File: src/rtl/dsw_pkg.sv
package dsw_pkg;

  typedef enum logic [2:0] {
    ST_RUN    = 3'd0,
    ST_ENTER  = 3'd1,
    ST_STBY   = 3'd2,
    ST_SETTLE = 3'd3,
    ST_WDONE  = 3'd4
  } dsw_state_e;

  localparam logic [1:0] EDGE_LEVEL = 2'b00;
  localparam logic [1:0] EDGE_FALL  = 2'b01;
  localparam logic [1:0] EDGE_RISE  = 2'b10;
  localparam logic [1:0] EDGE_BOTH  = 2'b11;

endpackage

File: src/rtl/dsw_sync.sv
module dsw_sync #(
  parameter int W = 5
) (
  input  logic         clk_i,
  input  logic         rst_ni,
  input  logic [W-1:0] async_i,
  output logic [W-1:0] sync_o
);

  logic [W-1:0] meta_q;
  logic [W-1:0] sync_q;

  always_ff @(posedge clk_i or negedge rst_ni) begin
    if (!rst_ni) begin
      meta_q <= '0;
      sync_q <= '0;
    end else begin
      meta_q <= async_i;
      sync_q <= meta_q;
    end
  end

  assign sync_o = sync_q;

endmodule

File: src/rtl/dsw_cfg.sv
module dsw_cfg #(
  parameter int N_SRC    = 5,
  parameter int SETTLE_W = 8,
  localparam int MODE_W  = 2 * N_SRC
) (
  input  logic                clk_i,
  input  logic                rst_ni,
  input  logic                wr_en_i,
  input  logic [N_SRC-1:0]    en_wdata_i,
  input  logic [MODE_W-1:0]   mode_wdata_i,
  input  logic [SETTLE_W-1:0] settle_wdata_i,
  output logic [N_SRC-1:0]    en_o,
  output logic [MODE_W-1:0]   mode_o,
  output logic [SETTLE_W-1:0] settle_o
);

  logic [N_SRC-1:0]    en_q,     en_d;
  logic [MODE_W-1:0]   mode_q,   mode_d;
  logic [SETTLE_W-1:0] settle_q, settle_d;

  always_comb begin
    en_d     = en_q;
    mode_d   = mode_q;
    settle_d = settle_q;
    if (wr_en_i) begin
      en_d     = en_wdata_i;
      mode_d   = mode_wdata_i;
      settle_d = settle_wdata_i;
    end
  end

  always_ff @(posedge clk_i or negedge rst_ni) begin
    if (!rst_ni) begin
      en_q     <= '0;
      mode_q   <= '0;
      settle_q <= '0;
    end else if (wr_en_i) begin
      en_q     <= en_d;
      mode_q   <= mode_d;
      settle_q <= settle_d;
    end
  end

  assign en_o     = en_q;
  assign mode_o   = mode_q;
  assign settle_o = settle_q;

endmodule

File: src/rtl/dsw_edge.sv
module dsw_edge
  import dsw_pkg::*;
#(
  parameter int N_SRC   = 5,
  localparam int MODE_W = 2 * N_SRC
) (
  input  logic              clk_i,
  input  logic              rst_ni,
  input  logic              capture_i,
  input  logic [N_SRC-1:0]  level_i,
  input  logic [N_SRC-1:0]  en_i,
  input  logic [MODE_W-1:0] mode_i,
  output logic [N_SRC-1:0]  armed_o,
  output logic [N_SRC-1:0]  at_target_o
);

  logic [N_SRC-1:0] lat_q;

  // Level captured as the clock stops; reference for every later edge test.
  always_ff @(posedge clk_i or negedge rst_ni) begin
    if (!rst_ni) begin
      lat_q <= '0;
    end else if (capture_i) begin
      lat_q <= level_i;
    end
  end

  for (genvar gi = 0; gi < N_SRC; gi++) begin : g_pin
    logic [1:0] pin_mode;
    logic       pin_armed;
    logic       pin_target;

    assign pin_mode = mode_i[2*gi +: 2];

    always_comb begin
      pin_armed  = 1'b0;
      pin_target = 1'b0;
      unique case (pin_mode)
        EDGE_FALL: begin
          pin_armed  = lat_q[gi];
          pin_target = ~level_i[gi];
        end
        EDGE_RISE: begin
          pin_armed  = ~lat_q[gi];
          pin_target = level_i[gi];
        end
        EDGE_LEVEL: pin_armed = 1'b0;
        EDGE_BOTH:  pin_armed = 1'b0;
        default:    pin_armed = 1'b0;
      endcase
    end

    assign armed_o[gi]     = en_i[gi] & pin_armed;
    assign at_target_o[gi] = en_i[gi] & pin_armed & pin_target;
  end

endmodule

File: src/rtl/dsw_flags.sv
module dsw_flags #(
  parameter int N_SRC = 5
) (
  input  logic             clk_i,
  input  logic             rst_ni,
  input  logic             set_en_i,
  input  logic [N_SRC-1:0] set_vec_i,
  input  logic             clr_we_i,
  input  logic [N_SRC-1:0] clr_vec_i,
  output logic [N_SRC-1:0] flags_o
);

  logic [N_SRC-1:0] flags_q, flags_d;
  logic [N_SRC-1:0] clr_mask;
  logic [N_SRC-1:0] set_mask;
  logic             upd_en;

  always_comb begin
    clr_mask = clr_we_i ? clr_vec_i : '0;
    set_mask = set_en_i ? set_vec_i : '0;
    flags_d  = (flags_q & ~clr_mask) | set_mask;
    upd_en   = clr_we_i | set_en_i;
  end

  always_ff @(posedge clk_i or negedge rst_ni) begin
    if (!rst_ni) begin
      flags_q <= '0;
    end else if (upd_en) begin
      flags_q <= flags_d;
    end
  end

  assign flags_o = flags_q;

endmodule

File: src/rtl/dsw_ctrl.sv
module dsw_ctrl
  import dsw_pkg::*;
#(
  parameter int SETTLE_W = 8
) (
  input  logic                clk_i,
  input  logic                rst_ni,
  input  logic                sleep_req_i,
  input  logic                race_i,
  input  logic                mrst_i,
  input  logic                hit_any_i,
  input  logic [SETTLE_W-1:0] settle_len_i,
  output dsw_state_e          state_o,
  output logic                capture_o,
  output logic                flag_set_o,
  output logic                abort_o
);

  dsw_state_e          state_q, state_d;
  logic [SETTLE_W-1:0] cnt_q, cnt_d;
  logic                cnt_en;
  logic                pend_q, pend_d;
  logic                abort_q, abort_d;
  logic                cnt_zero;

  assign cnt_zero = (cnt_q == '0);

  always_comb begin
    state_d    = state_q;
    cnt_d      = cnt_q;
    cnt_en     = 1'b0;
    pend_d     = pend_q;
    abort_d    = 1'b0;
    capture_o  = 1'b0;
    flag_set_o = 1'b0;
    unique case (state_q)
      ST_RUN: begin
        pend_d = 1'b0;
        if (sleep_req_i) begin
          if (race_i) abort_d = 1'b1;
          else        state_d = ST_ENTER;
        end
      end
      ST_ENTER: begin
        capture_o = 1'b1;
        if (mrst_i) pend_d = 1'b1;
        state_d = ST_STBY;
      end
      ST_STBY: begin
        if (mrst_i) pend_d = 1'b1;
        if (hit_any_i || mrst_i || pend_q) begin
          state_d = ST_SETTLE;
          cnt_d   = settle_len_i;
          cnt_en  = 1'b1;
        end
      end
      ST_SETTLE: begin
        if (mrst_i) pend_d = 1'b1;
        if (cnt_zero) begin
          if (hit_any_i || pend_q || mrst_i) begin
            flag_set_o = 1'b1;
            state_d    = ST_WDONE;
          end else begin
            state_d = ST_STBY;
          end
        end else begin
          cnt_d  = cnt_q - 1'b1;
          cnt_en = 1'b1;
        end
      end
      ST_WDONE: begin
        pend_d  = 1'b0;
        state_d = ST_RUN;
      end
      default: state_d = ST_RUN;
    endcase
  end

  always_ff @(posedge clk_i or negedge rst_ni) begin
    if (!rst_ni) begin
      state_q <= ST_RUN;
      pend_q  <= 1'b0;
      abort_q <= 1'b0;
    end else begin
      state_q <= state_d;
      pend_q  <= pend_d;
      abort_q <= abort_d;
    end
  end

  always_ff @(posedge clk_i or negedge rst_ni) begin
    if (!rst_ni) begin
      cnt_q <= '0;
    end else if (cnt_en) begin
      cnt_q <= cnt_d;
    end
  end

  assign state_o = state_q;
  assign abort_o = abort_q;

endmodule

File: src/rtl/dsw_wake_ctrl.sv
module dsw_wake_ctrl
  import dsw_pkg::*;
#(
  parameter int  N_IRQ    = 4,
  parameter int  SETTLE_W = 8,
  localparam int N_SRC    = N_IRQ + 1,
  localparam int MODE_W   = 2 * N_SRC
) (
  input  logic                clk_i,
  input  logic                rst_ni,
  input  logic                sleep_req_i,
  input  logic                manual_rst_i,
  input  logic [N_SRC-1:0]    wake_pin_i,
  input  logic [N_SRC-1:0]    int_req_i,
  output logic [N_SRC-1:0]    int_req_o,
  input  logic                cfg_we_i,
  input  logic [N_SRC-1:0]    cfg_src_en_i,
  input  logic [MODE_W-1:0]   cfg_edge_mode_i,
  input  logic [SETTLE_W-1:0] cfg_settle_len_i,
  input  logic                flag_clr_we_i,
  input  logic [N_SRC-1:0]    flag_clr_i,
  output logic [N_SRC-1:0]    cancel_flags_o,
  output logic                clk_stop_o,
  output logic                settling_o,
  output logic                wake_pulse_o,
  output logic                sleep_abort_o
);

  logic rst_meta_q, rst_n_s;

  always_ff @(posedge clk_i or negedge rst_ni) begin
    if (!rst_ni) begin
      rst_meta_q <= 1'b0;
      rst_n_s    <= 1'b0;
    end else begin
      rst_meta_q <= 1'b1;
      rst_n_s    <= rst_meta_q;
    end
  end

  dsw_state_e          state_w;
  logic                run_w;
  logic                capture_w;
  logic                flag_set_w;
  logic [N_SRC-1:0]    pin_sync_w;
  logic [N_SRC-1:0]    cfg_en_q;
  logic [MODE_W-1:0]   cfg_mode_q;
  logic [SETTLE_W-1:0] cfg_settle_q;
  logic [N_SRC-1:0]    armed_w;
  logic [N_SRC-1:0]    hits_w;
  logic                race_w;

  assign run_w  = (state_w == ST_RUN);
  assign race_w = (|int_req_i) | manual_rst_i;

  dsw_sync #(.W(N_SRC)) u_sync (
    .clk_i   (clk_i),
    .rst_ni  (rst_n_s),
    .async_i (wake_pin_i),
    .sync_o  (pin_sync_w)
  );

  dsw_cfg #(.N_SRC(N_SRC), .SETTLE_W(SETTLE_W)) u_cfg (
    .clk_i          (clk_i),
    .rst_ni         (rst_n_s),
    .wr_en_i        (cfg_we_i & run_w),
    .en_wdata_i     (cfg_src_en_i),
    .mode_wdata_i   (cfg_edge_mode_i),
    .settle_wdata_i (cfg_settle_len_i),
    .en_o           (cfg_en_q),
    .mode_o         (cfg_mode_q),
    .settle_o       (cfg_settle_q)
  );

  dsw_edge #(.N_SRC(N_SRC)) u_edge (
    .clk_i       (clk_i),
    .rst_ni      (rst_n_s),
    .capture_i   (capture_w),
    .level_i     (pin_sync_w),
    .en_i        (cfg_en_q),
    .mode_i      (cfg_mode_q),
    .armed_o     (armed_w),
    .at_target_o (hits_w)
  );

  dsw_ctrl #(.SETTLE_W(SETTLE_W)) u_ctrl (
    .clk_i        (clk_i),
    .rst_ni       (rst_n_s),
    .sleep_req_i  (sleep_req_i),
    .race_i       (race_w),
    .mrst_i       (manual_rst_i),
    .hit_any_i    (|hits_w),
    .settle_len_i (cfg_settle_q),
    .state_o      (state_w),
    .capture_o    (capture_w),
    .flag_set_o   (flag_set_w),
    .abort_o      (sleep_abort_o)
  );

  dsw_flags #(.N_SRC(N_SRC)) u_flags (
    .clk_i     (clk_i),
    .rst_ni    (rst_n_s),
    .set_en_i  (flag_set_w),
    .set_vec_i (hits_w & armed_w),
    .clr_we_i  (flag_clr_we_i),
    .clr_vec_i (flag_clr_i),
    .flags_o   (cancel_flags_o)
  );

  assign int_req_o    = run_w ? int_req_i : (int_req_i & cfg_en_q);
  assign clk_stop_o   = (state_w == ST_STBY) || (state_w == ST_SETTLE);
  assign settling_o   = (state_w == ST_SETTLE);
  assign wake_pulse_o = (state_w == ST_WDONE);

endmodule

File: config.mk
export PLATFORM = sky130hd
export DESIGN_NAME = dsw_wake_ctrl
export DESIGN_NICKNAME = d
export VERILOG_FILES = /design/src/rtl/dsw_pkg.sv /design/src/rtl/dsw_sync.sv /design/src/rtl/dsw_cfg.sv /design/src/rtl/dsw_edge.sv /design/src/rtl/dsw_flags.sv /design/src/rtl/dsw_ctrl.sv /design/src/rtl/dsw_wake_ctrl.sv
export SDC_FILE = /design/constraint.sdc
export NUM_CORES = 1
export LEC_CHECK = 0
export BUFFER_PORTS_ARGS = -buffer_cell sky130_fd_sc_hd__buf_4
export CORE_ASPECT_RATIO = 1.75
export CORE_MARGIN = 2
export CORE_UTILIZATION = 30
export CTS_CLUSTER_SIZE = 12
export DETAILED_ROUTE_END_ITERATION = 6
export SLEW_MARGIN = 25
export SYNTH_ARGS = -nofsm -noshare
export SYNTH_HDL_FRONTEND = slang
export SYNTH_SLANG_ARGS = --single-unit
File: constraint.sdc
create_clock -name clk_i -period 2.7 [get_ports clk_i]
set_clock_uncertainty 0.2 [all_clocks]
set_input_delay 0.135 -clock clk_i [delete_from_list [all_inputs] [get_ports clk_i]]
set_output_delay 0.135 -clock clk_i [all_outputs]
set_load 0.01 [all_outputs]
# Yosys cells after proc, flatten, opt, wreduce, memory -nomap -nowiden
# Index checks and enable logic that the tools add are counted.
# W data, S select, Z words.
# totals
register_bits	58
in_bits	44
output_inout_bits	14
elab_cells	127
# classes
n_addsub	1
n_eq_ne	25
mux	34
bitwise	28
n_reduce_logical	26
# op_table
cell	count
$eq A2 B2 Y1 const B	10
$mux W8	2
$pmux W8 S2	1
$and A5 B5 Y5	3
$mux W3	5
$mux W5	3
$pmux W1 S3	5
$pmux W1 S2	7
$pmux W3 S4	1
$reduce_or A2 Y1	6
$and A1 B1 Y1	11
$eq A2 B1 Y1 const B	5
$logic_not A2 Y1	5
$mux W1	10
$not A1 Y1	10
$reduce_or A5 Y1	2
$logic_not A8 Y1	1
$reduce_and A4 Y1	2
$sub A8 B1 Y8 const B	1
$eq A3 B2 Y1 const B	2
$ne A2 B1 Y1 const B	3
$ne A2 B2 Y1 const B	3
$logic_or A1 B1 Y1	5
$not A5 Y5	1
8 further kinds	10

# Depth between registers and ports, before layout
# depth
word_depth	13
ltp_mapped	9
depth_no_buf	9

# Cells and area by module
# A second synthesis with hierarchy kept.
# hier_totals
hier_cells	219
hier_area_um2	2732.6
# by_module_without_submodules
mod	instances	cells_each	area_per_inst_um2	seq_area_each_um2
dsw_cfg	1	48	857.1	575.6
dsw_ctrl	1	82	779.5	325.3
dsw_edge	1	40	462.9	125.1
dsw_sync	1	10	250.2	250.2
dsw_wake_ctrl	1	24	195.2	50.0
dsw_flags	1	15	187.7	125.1

# Worst setup path before layout
# No wires, ideal clock.
# synth_path
path_type	reg-to-reg
from	register u_ctrl.state_q[2] (netlist: u_ctrl.state_o[2])
to	register u_cfg.en_q[0] (netlist: u_cfg.en_o[0])
setup_time_ps	125
t_arrival_ps	1628
required_ps	2375
setup_slack_ps	747
path_stages_with_launch	6
path_buffers	2
synth_period_minus_slack_ps	1953
cell_sequence	dfrtp_1 > nor3_2 > and2_0 > clkbuf_1 > buf_2 > mux2_2
# synth_via
elab_chain_len	2
# synth_rtl
element	line_no	source
start, declared	dsw_ctrl.sv:19	dsw_state_e state_q, state_d;
start signal, assigned	dsw_ctrl.sv:85	state_q <= state_d;
$logic_not A3 Y1	dsw_wake_ctrl.sv:53	assign run_w = (state_w == ST_RUN);
$and A1 B1 Y1	dsw_wake_ctrl.sv:66	.wr_en_i (cfg_we_i & run_w),
end signal, assigned	dsw_cfg.sv:38	en_q <= en_d;
end, declared	dsw_cfg.sv:17	logic [N_SRC-1:0] en_q, en_d;
# Every way passes these cells.
# A chain may end at the register's enable or synchronous reset.

# Worst setup path after layout
# layout_path
from	register u_cfg.mode_q[0] (netlist: u_cfg.mode_o[0])
to	register u_ctrl.state_q[0] (netlist: u_ctrl.state_o[0])
# layout_via
elab_chain_len	10
word_cells_on_any_way	14
cone_classes	eq/ne (4); mux (2); bitwise (2); reduce/logical (6)
# layout_rtl
element	line_no	source
start, declared	dsw_cfg.sv:18	logic [MODE_W-1:0] mode_q, mode_d;
start signal, assigned	dsw_cfg.sv:39	mode_q <= mode_d;
$eq A2 B2 Y1 or $logic_not A2 Y1 (tied branches)	dsw_edge.sv:38	unique case (pin_mode)
$reduce_or A2 Y1 (no source line)	--	
$pmux W1 S3	dsw_edge.sv:38	
$and A1 B1 Y1	dsw_edge.sv:54	assign at_target_o[gi] = en_i[gi] & pin_armed & pin_target;
$and A1 B1 Y1 *	dsw_edge.sv:54	
$reduce_or A5 Y1 *	dsw_wake_ctrl.sv:92	.hit_any_i (|hits_w),
$logic_or A1 B1 Y1 * (2 in a row)	dsw_ctrl.sv:51	if (hit_any_i || mrst_i || pend_q) begin
$ne A2 B1 Y1 (no source line) *	--	
$reduce_and A4 Y1 (no source line) *	--	
# Mark *: on every way between the ends. The rest lies on a longest branch, timed or not.

==> summary.md <==
| Metric | Value |
|---|---|
| Vias per Instance | between 4 and 5 |
| Final worst-path cycle share | 94.61% |
| Dpl hpwl | 4532 µm |
| Global Route met2 Usage | between 20% and 30% |
| Total number of vias | roughly 2100 |
| Reg2Reg Launch Point | u_cfg.mode_o[0] |
| Setup crit start kind | register |
| Layout area overhead | 54.74% |
| Max-slew headroom | 65.00% |
| 1st-iter DRT viols | 63 |
| Run status | complete, no violations |
| Most frequent cells in the layout | buf_4, dfrtp_1, dlygate4sd3_1 |
| H-tree Lvls | 3 |
| Power, Total | 0.003408 W |
| Crit path from | u_cfg.mode_o[0] |
| Yosys reg bits | 58 |
| Clock latency on the worst-skew pair | 0.33 ns |
| Wirelength, routed | 6614 µm |
| Share of layout cells above drive strength 1 | 38.84% |
| Distinct cells, synth | 45 |
| Post-synthesis net count | around 250 |
| Critical Path RT | 2.70 ns |
| DRC errors left | 0 |
| Post-synthesis cell count | 208 |
| Critical path peak fanout | 8 |
| WL/cell | 14.96 µm |
| Slew Limit Fails | 0 |
| P per Cell Area | 852.0 nW/µm² |
| Internal reg-to-reg setup slack | 0.15 ns |
| Num CTS Buffers | 9 |
| Min-delay worst type | reg2async |
| CP Data Arrival Time | 2.56 ns |
| Count of nets after finishing | 367 |
| Clock buffer depth | 2 |
| Clk root buf | clkbuf_16 |
| Grt peak-use layer | met2 |
| Period minus WS final | 2.555 ns |
| Post-route cell area | around 4000 µm² |
| Post-DRT Antenna Nets | 0 |
| Buffers added on ports | 57 |
| Clock sinks | 58 |
| Cell leakage power | ~1.8 nW |
| Gpl congestion | 0.8322 |
| R2R depth | 6 |
| Core area | 8313 µm² |
| GR Util met3 | under 10% |
| N_diodes | 0 |
| Total negative slack | 0 ns |
| Die area | 9404 µm² |
| Commonest non-fill, non-tap cell in the layout | buf_4 |
| Critical Path End Type | register |
| Fin. Hold Viols | 0 |
| Die width | ~74 µm |
| Area post-placement | 3169 µm² |
| Pin count of the biggest net entering global routing | 57 |
| Clock-pin slew on the worst setup and hold paths | 0.05 ns |
| Setup violators final | 0 |
| Sequential share of the synthesized area | 56.15% |
| Vias in the first global route | 2230 |
| Die H | between 100 and 150 µm |
| Initial antenna violation count | 0 |
| Worst-Margin Slew | 0.5179 ns |
| Met1 Use GR | 16.34% |
| Overall routing resource usage | 15.61% |
| Avg Cell Area, Syn | roughly 12 µm² |
| Gr ovfl total | 0 |
| Initial core utilization | 31.10% |
| Io pins | between 50 and 60 |
| Max-Cap Viols | 0 |
| Synth Warn # | 0 |
| R2R Path End | u_ctrl.state_o[0] |
| CP Capture Point | u_ctrl.state_o[0] |
| Mapped Area | 2585 µm² |
| Critical Setup Path Class | reg2reg |
| First-pass GRT wire length | 10830 µm |
| CTS tree | built |
| Fmax | 0.3915 GHz |
| Pre-antenna DRT Iters | 4 |
| Rows | 44 |
| Setup repair after global routing missed its margin | no |
| Maximum vdd drop | 567.7 µV |
==> worst min-delay path by stage <==
stage               slack [ns]                 to    start  cells after the start
CTS                       0.08   u_sync.meta_q[3]  rst_n_s                      1
global route              0.09    u_cfg.mode_o[7]  rst_n_s                      1
global placement         -0.28         rst_meta_q   rst_ni                      1
finish                    0.05  u_cfg.settle_o[1]  rst_n_s                      1
detailed placement       -0.28         rst_meta_q   rst_ni                      1
floorplan                -0.36         rst_meta_q   rst_ni                      0
==> per-layer routing <==
metal	wire length, µm	share of wire, %	vias up
li1	-	-	989
met1	2407	36	1034
met2	3796	57	57
met3	257	3.9	11
met4	153	2.3	0
met5	0	0	-
==> state kept, by name, indices dropped and copies added, names as in the netlist, 3 cells and up <==
register         count
u_edge.lat_q         5
u_cfg.settle_o       8
u_cfg.mode_o        10
u_sync.sync_o        5
u_ctrl.state_o       3
u_ctrl.cnt_q         8
u_cfg.en_o           5
u_flags.flags_o      5
u_sync.meta_q        5
==> cell families (layout without fill, tap and decap cells) <==
group	Yosys count	after routing	share of synthesized area [%]
compound gates	41	41	11.33
fa+ha+maj	1	1	0.4839
buf+inv	10	129	2.226
flops	58	58	56.15
mux	29	29	12.58
other cells	1	1	0.1451
simple gates	68	68	17.09
==> cell usage after synthesis (all sizes together) <==
library cell / number / share of area (%)
nor4: 4 / 1.5
inv: 5 / 0.73
or2b: 1 / 0.34
o311ai: 1 / 0.34
dfrtp: 58 / 56
clkbuf: 2 / 0.68
o211ai: 1 / 0.29
buf: 3 / 0.82
nand3: 2 / 0.39
nor3b: 2 / 0.58
nor4bb: 3 / 1.2
mux2i: 1 / 0.39
nand4: 1 / 0.82
nand2: 23 / 3.3
o31ai: 3 / 0.87
a21oi: 10 / 1.9
o21ai: 13 / 3.4
or4: 2 / 0.73
nor2: 14 / 2.3
o22ai: 1 / 0.24
nor3: 7 / 2.0
conb: 1 / 0.15
o21a: 6 / 1.8
a31oi: 2 / 0.48
and2: 1 / 0.24
a22o: 1 / 0.34
and4bb: 7 / 3.4
a211oi: 1 / 0.29
or2: 1 / 0.24
a22oi: 1 / 0.29
ha: 1 / 0.48
mux2: 28 / 12
o41ai: 1 / 1.1
==> critical path: stages, from the launching register on <==
cell and delay, ns:
dfrtp_1 0.39, and4bb_1 0.21, o21a_2 0.27, or4_1 0.46, nor2_4 0.23, o22ai_1 0.11
dlygate4sd3_1 0.57
==> power breakdown <==
part / internal (W) / switching (W)
Sequential: 0.00107 / 0.000182
Combinational: 0.000407 / 0.000352
Clock: 0.00102 / 0.000379
Total: 0.00250 / 0.000913
==> timing repair <==
item / in CTS / in global routing
endpoints found under the hold margin: 38 / 0
resized for setup: 0 / 1
hold buffers: 46 / 0
buffers inserted: 0 / 0
setup endpoints to repair: 0 / 1
==> layout make-up <==
| cell class | instances | area [µm²] |
|---|---|---|
| Clock inverter | 5 | 125.1 |
| Clock buffer | 11 | 242.7 |
| Tap cell | 115 | 143.9 |
| Fill cell | 764 | 4313 |
| Sequential cell | 58 | 1453 |
| Inverter | 5 | 18.77 |
| Timing Repair Buffer | 108 | 938.4 |
| Multi-Input combinational cell | 140 | 1079 |
==> through the flow <==
stage	instances	setup WS (ns)	util (%)	hold slack, ns
6_report	442	0.1455	48.12	0.05070
5_1_grt	442	0.02458	48.12	0.09240
2_1_floorplan	208	0.7474	-	-0.3606
3_3_place_gp	380	0.5309	38.12	-0.2823
3_5_place_dp	380	0.5450	38.12	-0.2818
4_1_cts	442	0.09941	48.09	0.08129
(Power assumes the default switching activity.)
